$ cat config.mk
export PLATFORM = sky130hd
export DESIGN_NAME = dphy_timing_calc
export DESIGN_NICKNAME = d
export VERILOG_FILES = /design/src/rtl/dphy_tcalc_pkg.sv /design/src/rtl/dphy_tcalc_div.sv /design/src/rtl/dphy_tcalc_ctrl.sv /design/src/rtl/dphy_tcalc_pack.sv /design/src/rtl/dphy_timing_calc.sv
export SDC_FILE = /design/constraint.sdc
export NUM_CORES = 1
export LEC_CHECK = 0
export BUFFER_PORTS_ARGS = -buffer_cell sky130_fd_sc_hd__buf_2
export CAP_MARGIN = 20
export CORE_MARGIN = 2
export CORE_UTILIZATION = 55
export CTS_BUF_LIST = sky130_fd_sc_hd__clkbuf_8
export CTS_CLUSTER_SIZE = 28
export DETAILED_ROUTE_END_ITERATION = 10
export PLACE_DENSITY = 0.71
export SLEW_MARGIN = 25
export SYNTH_ARGS = -nofsm -noshare
export SYNTH_HDL_FRONTEND = slang
export SYNTH_SLANG_ARGS = --single-unit
$ cat constraint.sdc
create_clock -name clk -period 15.8 [get_ports clk]
set_input_delay 3.16 -clock clk [delete_from_list [all_inputs] [get_ports clk]]
set_output_delay 3.16 -clock clk [all_outputs]
set_load 0.01 [all_outputs]
$ cat src/rtl/dphy_tcalc_pkg.sv
package dphy_tcalc_pkg;

   localparam int unsigned TC_NSTEP   = 8;
   localparam int unsigned TC_DIVISOR = 8000;

   // quotient slots, in launch order
   localparam int unsigned Q_LPX   = 0;
   localparam int unsigned Q_DPREP = 1;
   localparam int unsigned Q_DZRAW = 2;
   localparam int unsigned Q_TRAIL = 3;
   localparam int unsigned Q_EXIT  = 4;
   localparam int unsigned Q_CPREP = 5;
   localparam int unsigned Q_CPOST = 6;
   localparam int unsigned Q_CZRAW = 7;

   typedef enum logic [1:0] {
      ST_IDLE,
      ST_LAUNCH,
      ST_WAIT,
      ST_FIN
   } tc_state_e;

   function automatic logic [15:0] tc_coef(input int unsigned idx);
      case (idx)
         Q_LPX:   return 16'd80;
         Q_DPREP: return 16'd59;
         Q_DZRAW: return 16'd163;
         Q_TRAIL: return 16'd78;
         Q_EXIT:  return 16'd118;
         Q_CPREP: return 16'd57;
         Q_CPOST: return 16'd65;
         default: return 16'd330;
      endcase
   endfunction

   function automatic logic [15:0] tc_offs(input int unsigned idx);
      case (idx)
         Q_DPREP: return 16'd4000;
         Q_DZRAW: return 16'd11000;
         Q_TRAIL: return 16'd7000;
         Q_CPOST: return 16'd53000;
         default: return 16'd0;
      endcase
   endfunction

endpackage

$ cat src/rtl/dphy_tcalc_div.sv
module dphy_tcalc_div #(
   parameter int unsigned NUM_W   = 24,
   parameter int unsigned DIVISOR = 8000
) (
   input  logic             clk,
   input  logic             rst_n,
   input  logic             start_i,
   input  logic [NUM_W-1:0] num_i,
   output logic             done_o,
   output logic [NUM_W-1:0] quo_o
);
   localparam int unsigned DEN_W = $clog2(DIVISOR + 1);
   localparam int unsigned CNT_W = $clog2(NUM_W + 1);
   localparam logic [DEN_W:0] DIV_V = (DEN_W+1)'(DIVISOR);

   generate
      if (DIVISOR < 2) begin : g_bad_div
         $error("dphy_tcalc_div: DIVISOR must be at least 2");
      end
      if (NUM_W < 2) begin : g_bad_num
         $error("dphy_tcalc_div: NUM_W must be at least 2");
      end
   endgenerate

   logic [DEN_W-1:0] rem_q;
   logic [NUM_W-1:0] q_q;
   logic [CNT_W-1:0] cnt_q;
   logic             done_q;
   logic [DEN_W:0]   trial;

   assign trial  = {rem_q, q_q[NUM_W-1]};
   assign done_o = done_q;
   assign quo_o  = q_q;

   always_ff @(posedge clk) begin
      if (!rst_n) begin
         rem_q  <= '0;
         q_q    <= '0;
         cnt_q  <= '0;
         done_q <= 1'b0;
      end else begin
         done_q <= 1'b0;
         if (start_i) begin
            rem_q <= '0;
            q_q   <= num_i;
            cnt_q <= CNT_W'(NUM_W);
         end else if (cnt_q != '0) begin
            if (trial >= DIV_V) begin
               rem_q <= DEN_W'(trial - DIV_V);
               q_q   <= {q_q[NUM_W-2:0], 1'b1};
            end else begin
               rem_q <= trial[DEN_W-1:0];
               q_q   <= {q_q[NUM_W-2:0], 1'b0};
            end
            cnt_q <= cnt_q - 1'b1;
            if (cnt_q == CNT_W'(1)) done_q <= 1'b1;
         end
      end
   end


   rem_range_chk: assert property (@(posedge clk) disable iff (!rst_n)
      rem_q < DIV_V[DEN_W-1:0]);


   div_pulse_chk: assert property (@(posedge clk) disable iff (!rst_n)
      done_q |=> !done_q);

endmodule

$ cat src/rtl/dphy_tcalc_ctrl.sv
module dphy_tcalc_ctrl
   import dphy_tcalc_pkg::*;
#(
   parameter int unsigned RATE_W = 14,
   parameter int unsigned NUM_W  = 24,
   parameter int unsigned RES_W  = 16
) (
   input  logic              clk,
   input  logic              rst_n,
   input  logic              start_i,
   input  logic [RATE_W-1:0] rate_i,
   input  logic              div_done_i,
   input  logic [NUM_W-1:0]  div_quo_i,
   output logic              div_start_o,
   output logic [NUM_W-1:0]  div_num_o,
   output logic              busy_o,
   output logic              fin_o,
   output logic [RES_W-1:0]  res_o [TC_NSTEP]
);
   localparam int unsigned SW = $clog2(TC_NSTEP);

   tc_state_e         state_q;
   logic [RATE_W-1:0] rate_q;
   logic [SW-1:0]     step_q;
   logic [RES_W-1:0]  res_q [TC_NSTEP];

   assign div_start_o = (state_q == ST_LAUNCH);
   assign fin_o       = (state_q == ST_FIN);
   assign busy_o      = (state_q != ST_IDLE);
   assign div_num_o   = NUM_W'(tc_coef(32'(step_q))) * NUM_W'(rate_q)
                      + NUM_W'(tc_offs(32'(step_q)));

   generate
      for (genvar i = 0; i < TC_NSTEP; i++) begin : g_res
         assign res_o[i] = res_q[i];
      end
   endgenerate

   always_ff @(posedge clk) begin
      if (!rst_n) begin
         state_q <= ST_IDLE;
         rate_q  <= '0;
         step_q  <= '0;
         for (int i = 0; i < TC_NSTEP; i++) res_q[i] <= '0;
      end else begin
         case (state_q)
            ST_IDLE: begin
               if (start_i) begin
                  rate_q  <= rate_i;
                  step_q  <= '0;
                  state_q <= ST_LAUNCH;
               end
            end
            ST_LAUNCH: state_q <= ST_WAIT;
            ST_WAIT: begin
               if (div_done_i) begin
                  res_q[step_q] <= RES_W'(div_quo_i) + RES_W'(1);
                  if (step_q == SW'(TC_NSTEP - 1)) begin
                     state_q <= ST_FIN;
                  end else begin
                     step_q  <= step_q + 1'b1;
                     state_q <= ST_LAUNCH;
                  end
               end
            end
            default: state_q <= ST_IDLE;
         endcase
      end
   end


   rate_hold_chk: assert property (@(posedge clk) disable iff (!rst_n)
      (busy_o && $past(busy_o)) |-> $stable(rate_q));


   launch_chk: assert property (@(posedge clk) disable iff (!rst_n)
      (!busy_o && start_i) |=> (busy_o && div_start_o));

endmodule

$ cat src/rtl/dphy_tcalc_pack.sv
module dphy_tcalc_pack
   import dphy_tcalc_pkg::*;
#(
   parameter int unsigned RES_W = 16,
   parameter int unsigned FLD_W = 8,
   parameter int unsigned NWORD = 4
) (
   input  logic [RES_W-1:0]       res_i [TC_NSTEP],
   output logic [FLD_W*4-1:0]     word_o [NWORD],
   output logic                   ovf_o
);
   localparam int unsigned NFLD = NWORD * 4;

   generate
      if (RES_W <= FLD_W + 2) begin : g_bad_res
         $error("dphy_tcalc_pack: RES_W must exceed FLD_W by more than 2");
      end
      if (NWORD != 4) begin : g_bad_nword
         $error("dphy_tcalc_pack: the layout defines exactly four words");
      end
   endgenerate

   logic [RES_W-1:0] lpx, dzero, czero, ta_go, ta_sure, ta_get;
   logic [RES_W-1:0] fld [NFLD];
   logic [NFLD-1:0]  big;

   always_comb begin
      lpx     = res_i[Q_LPX];
      dzero   = res_i[Q_DZRAW] - res_i[Q_DPREP];
      czero   = res_i[Q_CZRAW] - res_i[Q_CPREP];
      ta_go   = lpx << 2;
      ta_sure = (lpx + (lpx << 1)) >> 1;
      ta_get  = lpx + (lpx << 2);
   end

   // field table, low byte first within each word
   assign fld[0]  = lpx;
   assign fld[1]  = res_i[Q_DPREP];
   assign fld[2]  = dzero;
   assign fld[3]  = res_i[Q_TRAIL];
   assign fld[4]  = ta_go;
   assign fld[5]  = ta_sure;
   assign fld[6]  = ta_get;
   assign fld[7]  = res_i[Q_EXIT];
   assign fld[8]  = '0;
   assign fld[9]  = RES_W'(1);
   assign fld[10] = czero;
   assign fld[11] = res_i[Q_TRAIL];
   assign fld[12] = res_i[Q_CPREP];
   assign fld[13] = res_i[Q_CPOST];
   assign fld[14] = res_i[Q_EXIT];
   assign fld[15] = '0;

   generate
      for (genvar w = 0; w < NWORD; w++) begin : g_word
         for (genvar b = 0; b < 4; b++) begin : g_byte
            assign word_o[w][FLD_W*b +: FLD_W] = fld[4*w+b][FLD_W-1:0];
         end
      end
      for (genvar f = 0; f < NFLD; f++) begin : g_big
         assign big[f] = |fld[f][RES_W-1:FLD_W];
      end
   endgenerate

   assign ovf_o = |big;

endmodule

$ cat src/rtl/dphy_timing_calc.sv
module dphy_timing_calc
   import dphy_tcalc_pkg::*;
#(
   parameter int unsigned RATE_W = 14
) (
   input  logic              clk,
   input  logic              rst_n,
   input  logic              start_i,
   input  logic [RATE_W-1:0] rate_i,
   output logic              busy_o,
   output logic              done_o,
   output logic              ovf_o,
   output logic [31:0]       word0_o,
   output logic [31:0]       word1_o,
   output logic [31:0]       word2_o,
   output logic [31:0]       word3_o
);
   localparam int unsigned NUM_W = RATE_W + 10;
   localparam int unsigned RES_W = 16;
   localparam int unsigned NWORD = 4;

   generate
      if (RATE_W < 4 || RATE_W > 20) begin : g_bad_rate
         $error("dphy_timing_calc: RATE_W must lie in 4..20");
      end
   endgenerate

   logic             d_start, d_done, fin, c_busy, p_ovf;
   logic [NUM_W-1:0] d_num, d_quo;
   logic [RES_W-1:0] res [TC_NSTEP];
   logic [31:0]      p_word [NWORD];
   logic [31:0]      word_q [NWORD];
   logic             ovf_q, done_q;

   dphy_tcalc_ctrl #(.RATE_W(RATE_W), .NUM_W(NUM_W), .RES_W(RES_W)) u_ctrl (
      .clk(clk), .rst_n(rst_n), .start_i(start_i), .rate_i(rate_i),
      .div_done_i(d_done), .div_quo_i(d_quo), .div_start_o(d_start),
      .div_num_o(d_num), .busy_o(c_busy), .fin_o(fin), .res_o(res)
   );

   dphy_tcalc_div #(.NUM_W(NUM_W), .DIVISOR(TC_DIVISOR)) u_div (
      .clk(clk), .rst_n(rst_n), .start_i(d_start), .num_i(d_num),
      .done_o(d_done), .quo_o(d_quo)
   );

   dphy_tcalc_pack #(.RES_W(RES_W), .FLD_W(8), .NWORD(NWORD)) u_pack (
      .res_i(res), .word_o(p_word), .ovf_o(p_ovf)
   );

   always_ff @(posedge clk) begin
      if (!rst_n) begin
         for (int i = 0; i < NWORD; i++) word_q[i] <= '0;
         ovf_q  <= 1'b0;
         done_q <= 1'b0;
      end else begin
         done_q <= fin;
         if (fin) begin
            for (int i = 0; i < NWORD; i++) word_q[i] <= p_word[i];
            ovf_q <= p_ovf;
         end
      end
   end

   assign busy_o  = c_busy;
   assign done_o  = done_q;
   assign ovf_o   = ovf_q;
   assign word0_o = word_q[0];
   assign word1_o = word_q[1];
   assign word2_o = word_q[2];
   assign word3_o = word_q[3];


   done_edge_chk: assert property (@(posedge clk) disable iff (!rst_n)
      done_o |-> (!busy_o && $past(busy_o)));


   word2_const_chk: assert property (@(posedge clk) disable iff (!rst_n)
      done_o |-> (word2_o[15:0] == 16'h0100));


   word3_top_chk: assert property (@(posedge clk) disable iff (!rst_n)
      done_o |-> (word3_o[31:24] == 8'h00));


   hold_chk: assert property (@(posedge clk) disable iff (!rst_n)
      !done_o |-> ($stable(word0_o) && $stable(word1_o) && $stable(word2_o)
                   && $stable(word3_o) && $stable(ovf_o)));

endmodule

Word-level counts from Yosys, hierarchy flattened
Memory sizes are Yosys's and may differ from the RTL's.
Cells that the tools add are included.
{"block": "op_classes", "n_bitwise": 6, "n_addsub": 9, "mul": 1, "n_eq_ne": 14, "mux": 32, "order_cmp": 1, "reduce_logical": 13}
{"operator": "two-way mux 32 bit", "count": 4}
{"operator": "OR reduction 81 bit", "count": 1}
{"operator": "case mux 16 bit (4 select lines)", "count": 1}
{"operator": "case mux 9 bit (7 select lines)", "count": 1}
{"operator": "two-way mux 24 bit", "count": 2}
{"operator": "adder 16 bit", "count": 2}
{"operator": "subtractor 16 bit", "count": 2}
{"operator": "adder 24 x 16 -> 24 bit", "count": 1}
{"operator": "multiplier 9 x 14 -> 23 bit", "count": 1}
{"operator": "adder 16 x 1 -> 16 bit, second input constant", "count": 1}
{"operator": "two-way mux 16 bit", "count": 1}
{"operator": "OR reduction 16 bit", "count": 1}
{"operator": "greater-or-equal comparator 14 x 13 -> 1 bit, second input constant", "count": 1}
{"operator": "two-way mux 13 bit", "count": 1}
{"operator": "subtractor 13 bit, second input constant", "count": 1}
{"operator": "equality test 3 bit, second input constant", "count": 4}
{"operator": "two-way mux 3 bit", "count": 4}
{"operator": "two-way mux 1 bit", "count": 11}
{"operator": "two-way mux 5 bit", "count": 2}
{"operator": "equality test 3 x 2 -> 1 bit, second input constant", "count": 2}
{"operator": "two-way mux 2 bit", "count": 3}
{"operator": "case mux 2 bit (3 select lines)", "count": 1}
{"operator": "case mux 3 bit (2 select lines)", "count": 1}
{"operator": "nonzero test 2 bit", "count": 3}
{"operator": "other kinds (17)", "count": 24}
{"block": "totals", "mem_count": 2, "ram_bits": 256, "input_bits": 17, "output_inout_bits": 131, "reg_bits": 64, "elab_cells": 88}
{"memory": "u_ctrl.res_q", "words": 8, "width": 16, "rd": 8, "rd_clocked_by_memory_dff": 0, "wr": 8, "line_no": "dphy_tcalc_ctrl.sv:25", "text": "logic [RES_W-1:0] res_q [TC_NSTEP];"}
{"memory": "word_q", "words": 4, "width": 32, "rd": 4, "rd_clocked_by_memory_dff": 0, "wr": 4, "line_no": "dphy_timing_calc.sv:32", "text": "logic [31:0] word_q [NWORD];"}

Longest topological paths before layout
Gate-level depths: netlist of the first run.
{"block": "depth", "depth_word": 6, "ltp_mapped": 34, "ltp_nobuf": 32}

By module
Synthesis of the first run repeated with hierarchy kept, for this count alone.
{"block": "hier_totals", "hier_cells": 2063, "area_unflattened_um2": 21142.8}
{"module": "dphy_tcalc_ctrl", "area_per_inst_um2": 10094.7, "seq_area_each_um2": 4224.1, "cells_each": 956, "n_inst": 1}
{"module": "dphy_timing_calc", "area_per_inst_um2": 4979.8, "seq_area_each_um2": 3883.7, "cells_each": 290, "n_inst": 1}
{"module": "dphy_tcalc_pack", "area_per_inst_um2": 3973.8, "seq_area_each_um2": 0.0, "cells_each": 572, "n_inst": 1}
{"module": "dphy_tcalc_div", "area_per_inst_um2": 2094.5, "seq_area_each_um2": 860.8, "cells_each": 245, "n_inst": 1}

Worst setup path before layout of the first run
OpenSTA, ideal clock, no wires.
{"block": "synth_path", "path_type": "register to register", "from": "register u_ctrl.step_q[2]", "to": "register u_div.q_q[22], in the netlist u_div.quo_o[22]", "slack_ns": 8.632, "n_path_buf": 2, "path_stages_with_launch": 31, "period_less_slack_ns": 7.168, "arrival_time_ns": 7.036, "required_time_ns": 15.667, "setup_time_ns": 0.133, "cell_sequence": "dfxtp_1 -> clkbuf_1 -> inv_1 -> ha_1 -> nor4_1 -> or3_1 -> clkbuf_1 -> nand2_1 -> fa_1 -> inv_1 -> fa_1 -> inv_1 -> fa_1 -> fa_1 -> inv_1 -> ha_1 -> o21a_1 -> o31a_1 -> o21a_1 -> nor2_1 -> o21bai_1 -> a21oi_1 -> xnor2_1 -> ha_1 -> o2111ai_1 -> o31ai_1 -> a31oi_1 -> nand2b_1 -> nor4bb_1 -> xor2_1 -> a21oi_1"}
{"block": "synth_via", "elab_chain_cells": 5, "word_cells_on_any_way": 12, "cone_classes": "add/sub (1); mul (1); eq/ne (6); mux (3); reduce/logical (1)"}
{"element": "start: declaration", "line_no": "dphy_tcalc_ctrl.sv:24", "text": "logic [SW-1:0] step_q;"}
{"element": "start signal: assignment", "line_no": "dphy_tcalc_ctrl.sv:61", "text": "step_q <= step_q + 1'b1;"}
{"element": "equality test 3 bit (tied with other cells)", "line_no": "dphy_tcalc_pkg.sv:24, dphy_tcalc_pkg.sv:37"}
{"element": "case mux 9 bit (7 select lines)", "line_no": "dphy_tcalc_pkg.sv:24", "text": "case (idx)"}
{"element": "multiplier 9 x 14 -> 23 bit", "line_no": "dphy_tcalc_ctrl.sv:30", "text": "assign div_num_o = NUM_W'(tc_coef(32'(step_q))) * NUM_W'(rate_q)"}
{"element": "adder 24 x 16 -> 24 bit *", "line_no": "dphy_tcalc_ctrl.sv:31", "text": "+ NUM_W'(tc_offs(32'(step_q)));"}
{"element": "two-way mux 24 bit *", "line_no": "dphy_tcalc_div.sv:43", "text": "if (start_i) begin"}
{"element": "end signal: assignment", "line_no": "dphy_tcalc_div.sv:45", "text": "q_q <= num_i;"}
{"element": "end signal: assignment", "line_no": "dphy_tcalc_div.sv:50", "text": "q_q <= {q_q[NUM_W-2:0], 1'b1};"}
{"element": "end signal: assignment", "line_no": "dphy_tcalc_div.sv:53", "text": "q_q <= {q_q[NUM_W-2:0], 1'b0};"}
{"element": "end: declaration", "line_no": "dphy_tcalc_div.sv:26", "text": "logic [NUM_W-1:0] q_q;"}
Every way passes the cells marked *; elsewhere a longest branch is shown, timed or not.
A chain may end at the register's enable or synchronous reset.

Worst setup path in the final report of the first run
Same ends and word-level chain as after synthesis.

==> impl_metrics.tcl, run 1 <==
set metrics [dict create \
    core_sq_mm 0.0343 \
    p_int_mw 1.32 \
    maxCapViolCount 0 \
    antenna_cells 0 \
    insertion_delay_ns 0.63 \
    postSynthAreaPerCell_sq_um 9.57 \
    final-hold-violation-count 0 \
    grt_use_total 0.251 \
    place_ws_ns 8.14 \
    seq_power_share 0.457 \
    async_flop_share 0 \
    first_iter_violations 961 \
    ys_seq_area_frac 0.407 \
    powerDensity_mw_per_mm2 93.1 \
    end_kind "flop" \
    vdd_ir_drop_max_v 0.0000953 \
    postCtsResizedCells 0 \
    synth_top_area_cell "edfxtp_1" \
    die_y_um 190 \
    grt_pass1_wl_um 71700 \
    final-max-slew-violation-count 0 \
    io_pins 148 \
    hold_depth 1 \
    cts_htree_levels 2 \
    finalWorstSetupSlack_ns 8.06 \
    power_switching_mw 0.614 \
    worstSetupStartpointType "flop" \
    r2r_setup_slack_ns 8.06 \
    max_freq_ghz 0.129 \
    via_count 14422 \
    p_clk_frac 0.339 \
    cts_tree "built" \
    wire_per_inst_um 17.3 \
    critical_path.reg2reg.startpoint "u_ctrl.step_q[2]$_SDFFE_PN0P_" \
    p_total_mw 1.94 \
    critPathRequiredTime_ns 16.27 \
    die_x_um 190 \
    synth_top_area_frac 0.338 \
    tightest_slew_ns 1.04 \
    io_buffers 122 \
    criticalPathCategory "flop to flop" \
    ctsHoldBuffers 0 \
    syn_area_sq_mm 0.0190 \
    dpl_cell_area_sq_mm 0.0198 \
    synth-seq-cells 279 \
    gp_congestion 0.931 \
    nets 2316 \
    grt_max_degree 87 \
    path_buf_inv 5 \
    ant_nets 0 \
    slowest_delay_ns 0.56 \
    fin_crit_ns 7.74 \
    clockRootBuffer "clkbuf_8" \
    crit_fanout 15 \
    post_cts.repair.setup_buffers 0 \
    antenna_found_initial 0 \
    tns_ns 0 \
    ys_top_cells_by_area "edfxtp_1 (34%), fa_1 (9.5%), ha_1 (8.6%)" \
    whs_endpoint "word_q[2][8]$_SDFFE_PP1N_" \
    fin_area_sq_mm 0.0208 \
    synthDistinctLibCells 78 \
    dieArea_sq_mm 0.0361 \
    cts_buffers 47 \
    reg2regPathDepth 29 \
    drive_gt1_frac 0.105 \
    swShare 0.317 \
    finClkSkew_ns 0.0278 \
    crit_arrival_ns 8.21 \
    grt_pass1_vias 13985 \
    drcViolationCount 0 \
    overflow 0 \
    start_util 0.554 \
    fin_crit_sh 0.490 \
    row_count 68 \
    dpl.hpwl_um 32800 \
    combPwrFrac 0.204 \
    r2r-end "u_div.quo_o[22]$_SDFFE_PN0P_" \
    slew_headroom 0.306 \
    synthCells 1987 \
    synth-edff-count 214 \
    synth_warnings 0 \
    via_per_inst 5.61 \
    status "finished, final reports clean" \
    fillCellCount 2914 \
    hp-class "flop to flop" \
    worst_path_max_delay_cell "dfxtp_1" \
    rsz0062_at_grt "false" \
    leakage_nw 9.13 \
    cts_sinks 279 \
    synthToLayoutAreaGrowth_pct 9.46 \
    wl_um 44400 \
    clk_pin_slew_worst_paths_ns 0.06 \
    clockBufferDepth 3 \
    dr.pass1.iters 7 \
    setup_violations 0 \
    synth_ff_type "edfxtp_1" \
    cp_top_family "adder cells" \
    hp-start "word_q[2][8]$_SDFFE_PP1N_" \
]
==> cells by family after synthesis <==
group                      Yosys count  synth area share
and+or+nand+nor                    786             0.198
AOI/OAI and AO/OA                  313             0.109
buffers and inverters              311            0.0706
DFF                                279             0.407
adders and majority gates          220             0.180
xor gates and xnor gates            71            0.0327
muxes                                6           0.00316
other                                1          0.000197
==> state kept, by name (all words and copies together) (netlist names) <==
register and count:
u_ctrl.res_q 128, word_q 87, u_div.quo_o 24, u_ctrl.rate_q 14, u_div.rem_q 13, u_div.cnt_q 5, u_ctrl.step_q 3, u_ctrl.state_q 2
done_o 1, ovf_o 1, u_div.done_o 1
==> cells in the final DEF (no fill, tap or decap), drive strengths merged, types with 12 or more instances in the layout <==
cell	netlist	final
xor2	31	31
nor3	30	30
xnor2	40	40
a311oi	14	14
edfxtp	214	214
inv	188	207
and3	52	52
conb	1	25
clkbuf	61	54
nor2b	59	59
nand3	39	39
ha	130	130
nand4	13	13
nand2	199	199
a21o	18	18
nand2b	31	31
a21oi	93	93
o21a	20	20
dfxtp	65	65
fa	90	90
o21ai	56	56
a211oi	26	26
buf	61	142
and2	44	44
nor2	259	259
nor4	12	12
==> power groups by stage <==
stage	Sequential [mW]	Clock, mW	Combinational (mW)
floorplan	0.882	0	0.297
global placement	0.897	0	0.384
detailed placement	0.900	0	0.394
CTS	0.884	0.669	0.396
global route	0.891	0.705	0.439
finish	0.885	0.656	0.396
==> per-layer routing <==
metal / GRT usage / vias up / routed length (um)
met1: 0.301 / 6956 / 17700
met2: 0.450 / 417 / 22700
met5: 0 / - / 0
met3: 0.0371 / 117 / 2160
li1: - / 6932 / -
met4: 0.109 / 0 / 1870
==> per-stage QoR <==
stage,utilization,std cells,hold slack [ns]
floorplan,-,2011,0.440
global placement,0.578,2485,0.443
detailed placement,0.578,2485,0.457
CTS,0.606,2571,0.470
global route,0.607,2571,0.479
finish,0.607,2571,0.468
==> worst max-delay path by stage <==
stage,startpoint,end,cells after the start
floorplan,u_ctrl.step_q[2]$_SDFFE_PN0P_,u_div.quo_o[22]$_SDFFE_PN0P_,30
global placement,u_ctrl.step_q[2]$_SDFFE_PN0P_,u_div.quo_o[22]$_SDFFE_PN0P_,29
detailed placement,u_ctrl.step_q[2]$_SDFFE_PN0P_,u_div.quo_o[22]$_SDFFE_PN0P_,29
CTS,u_ctrl.step_q[2]$_SDFFE_PN0P_,u_div.quo_o[22]$_SDFFE_PN0P_,29
global route,u_ctrl.step_q[2]$_SDFFE_PN0P_,u_div.quo_o[22]$_SDFFE_PN0P_,29
finish,u_ctrl.step_q[2]$_SDFFE_PN0P_,u_div.quo_o[22]$_SDFFE_PN0P_,29
==> synthesized netlist by cell type (40+ instances only) <==
library cell and n:
nor2_1 259, edfxtp_1 214, nand2_1 199, inv_1 187, ha_1 130, a21oi_1 93
fa_1 90, dfxtp_1 65, clkbuf_1 61, nor2b_1 59, and3_1 52, o21ai_0 51
and2_1 43, buf_4 43, xnor2_1 40
==> cell type report <==
class	count	area (sq um)	share of cell area
multi-input combinational	1421	10100	0.485
sequential	279	7730	0.371
timing repair buffer	142	761	0.0366
clock buffer	54	743	0.0357
inverter	188	706	0.0339
tap	455	569	0.0274
clock inverter	32	211	0.0102
Note: power is estimated with default switching activity, not from simulation.
==> run 2, diff against run 1 <==
PLACE_DENSITY = 0.74   (was 0.71)
clock period = 6.65 ns   (was 15.8 ns; I/O delays follow)
==> impl_metrics.tcl, run 2 (synthesis gave the netlist of run 1 again) <==
set metrics [dict create \
    finalWorstSetupSlack_ns 0.102 \
    powerDensity_mw_per_mm2 214 \
    final-hold-violation-count 0 \
    tightest_slew_ns 1.08 \
    largest-register "u_ctrl.res_q" \
    worst_path_max_delay_cell "fa_2" \
    largest_reg_flops 128 \
    synthToLayoutAreaGrowth_pct 13.9 \
    antenna_cells 0 \
    layout_common_cells "nor2_1 (256), edfxtp_1 (214), inv_1 (192), nand2_1 (189), buf_2 (122)" \
    drive_gt1_frac 0.160 \
    hp-class "flop to flop" \
    antenna_found_initial 0 \
    first_iter_violations 1107 \
    wire_per_inst_um 18.0 \
    fin_crit_sh 0.985 \
    finClkSkew_ns 0.0387 \
    overflow 0 \
    whs_ns 0.467 \
    cts_buffers 47 \
    grt_max_degree 87 \
    vdd_ir_drop_max_v 0.000155 \
    final_common_cell "nor2_1" \
    max_freq_ghz 0.153 \
    post-route-util 0.631 \
    crit_fanout 7 \
    fillCellCount 2772 \
    cts_htree_levels 2 \
    dr.pass1.iters 7 \
    io_buffers 122 \
    dpl.hpwl_um 34300 \
    status "finished, final reports clean" \
    cts_tree "built" \
    maxCapViolCount 0 \
    p_total_mw 4.62 \
    leakage_nw 9.46 \
    hold_depth 1 \
    final-max-slew-violation-count 0 \
    slew_headroom 0.278 \
    wl_um 47200 \
    gp_congestion 0.932 \
    clk_pin_slew_worst_paths_ns 0.06 \
    place_ws_ns -0.114 \
    die_x_um 190 \
    crit_arrival_ns 7.05 \
    drcViolationCount 0 \
    io_pins 148 \
    ctsHoldBuffers 0 \
    die_y_um 190 \
    slowest_delay_ns 0.56 \
    via_count 14788 \
    start_util 0.554 \
    dieArea_sq_mm 0.0361 \
    criticalPathCategory "flop to flop" \
    clockRootBuffer "clkbuf_8" \
    ant_nets 0 \
    grt_use_total 0.259 \
    fin_crit_ns 6.55 \
    cts_sinks 279 \
    reg2regPathDepth 29 \
    clockBufferDepth 3 \
    nets 2370 \
    end_kind "flop" \
    setup_violations 0 \
    worstSetupStartpointType "flop" \
    critPathRequiredTime_ns 7.15 \
    via_per_inst 5.63 \
    grt_pass1_wl_um 73900 \
    row_count 68 \
    core_sq_mm 0.0343 \
    grt_pass1_vias 14464 \
    insertion_delay_ns 0.64 \
    tns_ns 0 \
]
[run 2: worst paths after layout]
check,startpoint,end,slack (ns)
setup / recovery,u_ctrl.step_q[1]$_SDFFE_PN0P_,u_div.quo_o[21]$_SDFFE_PN0P_,0.10
hold reg to reg,word_q[2][8]$_SDFFE_PP1N_,word_q[2][8]$_SDFFE_PP1N_,0.47
hold / removal,word_q[2][8]$_SDFFE_PP1N_,word_q[2][8]$_SDFFE_PP1N_,0.47
setup reg to reg,u_ctrl.step_q[1]$_SDFFE_PN0P_,u_div.quo_o[21]$_SDFFE_PN0P_,0.10
[run 2: layer usage]
layer  wire (um)  global-route usage  part of all wire  up-vias
met5           0                   0                 0        -
met4        2260               0.121             0.048        0
met3        2480              0.0334             0.052      139
met2       24700               0.474              0.52      489
met1       17700               0.302              0.38     7123
li1            -                   -                 -     7037
[run 2: what timing repair did]
action,4_1_cts,5_1_grt
buffers inserted,3,13
resized for setup,21,75
pin swaps,7,57
endpoints found under the setup margin,8,10
[run 2: area by class of cell]
class / instances / area (sq um) / area share
Tap cell: 455 / 569 / 0.0263
Clock buffer: 47 / 647 / 0.0299
Inverter: 188 / 708 / 0.0327
Clock inverter: 40 / 262 / 0.0121
Sequential cell: 279 / 7730 / 0.357
Timing Repair Buffer: 196 / 1190 / 0.0551
Multi-Input combinational cell: 1421 / 10500 / 0.487
[run 2: power breakdown]
part,switching [mW],total [mW],internal [mW]
registers,0.114,2.10,1.99
logic,0.645,1.01,0.367
clock network,0.727,1.51,0.786
total,1.49,4.62,3.14
[run 2: stage by stage]
stage / instances / cell area [sq um]
final: 2626 / 21600
after global routing: 2626 / 21600
after CTS: 2613 / 21200
after detailed placement: 2523 / 20200
after global placement: 2523 / 20100
after floorplan: 2011 / 19100
[run 2: critical path, delay by kind of cell, from the launching register on]
family,cells,cell delay [ns]
adder cells (fa/ha/maj),8,2.67
AO/OA/AOI/OAI,8,1.52
AND/OR/NAND/NOR,7,1.17
flip-flops,1,0.37
buffers and inverters,4,0.34
XOR/XNOR,2,0.34
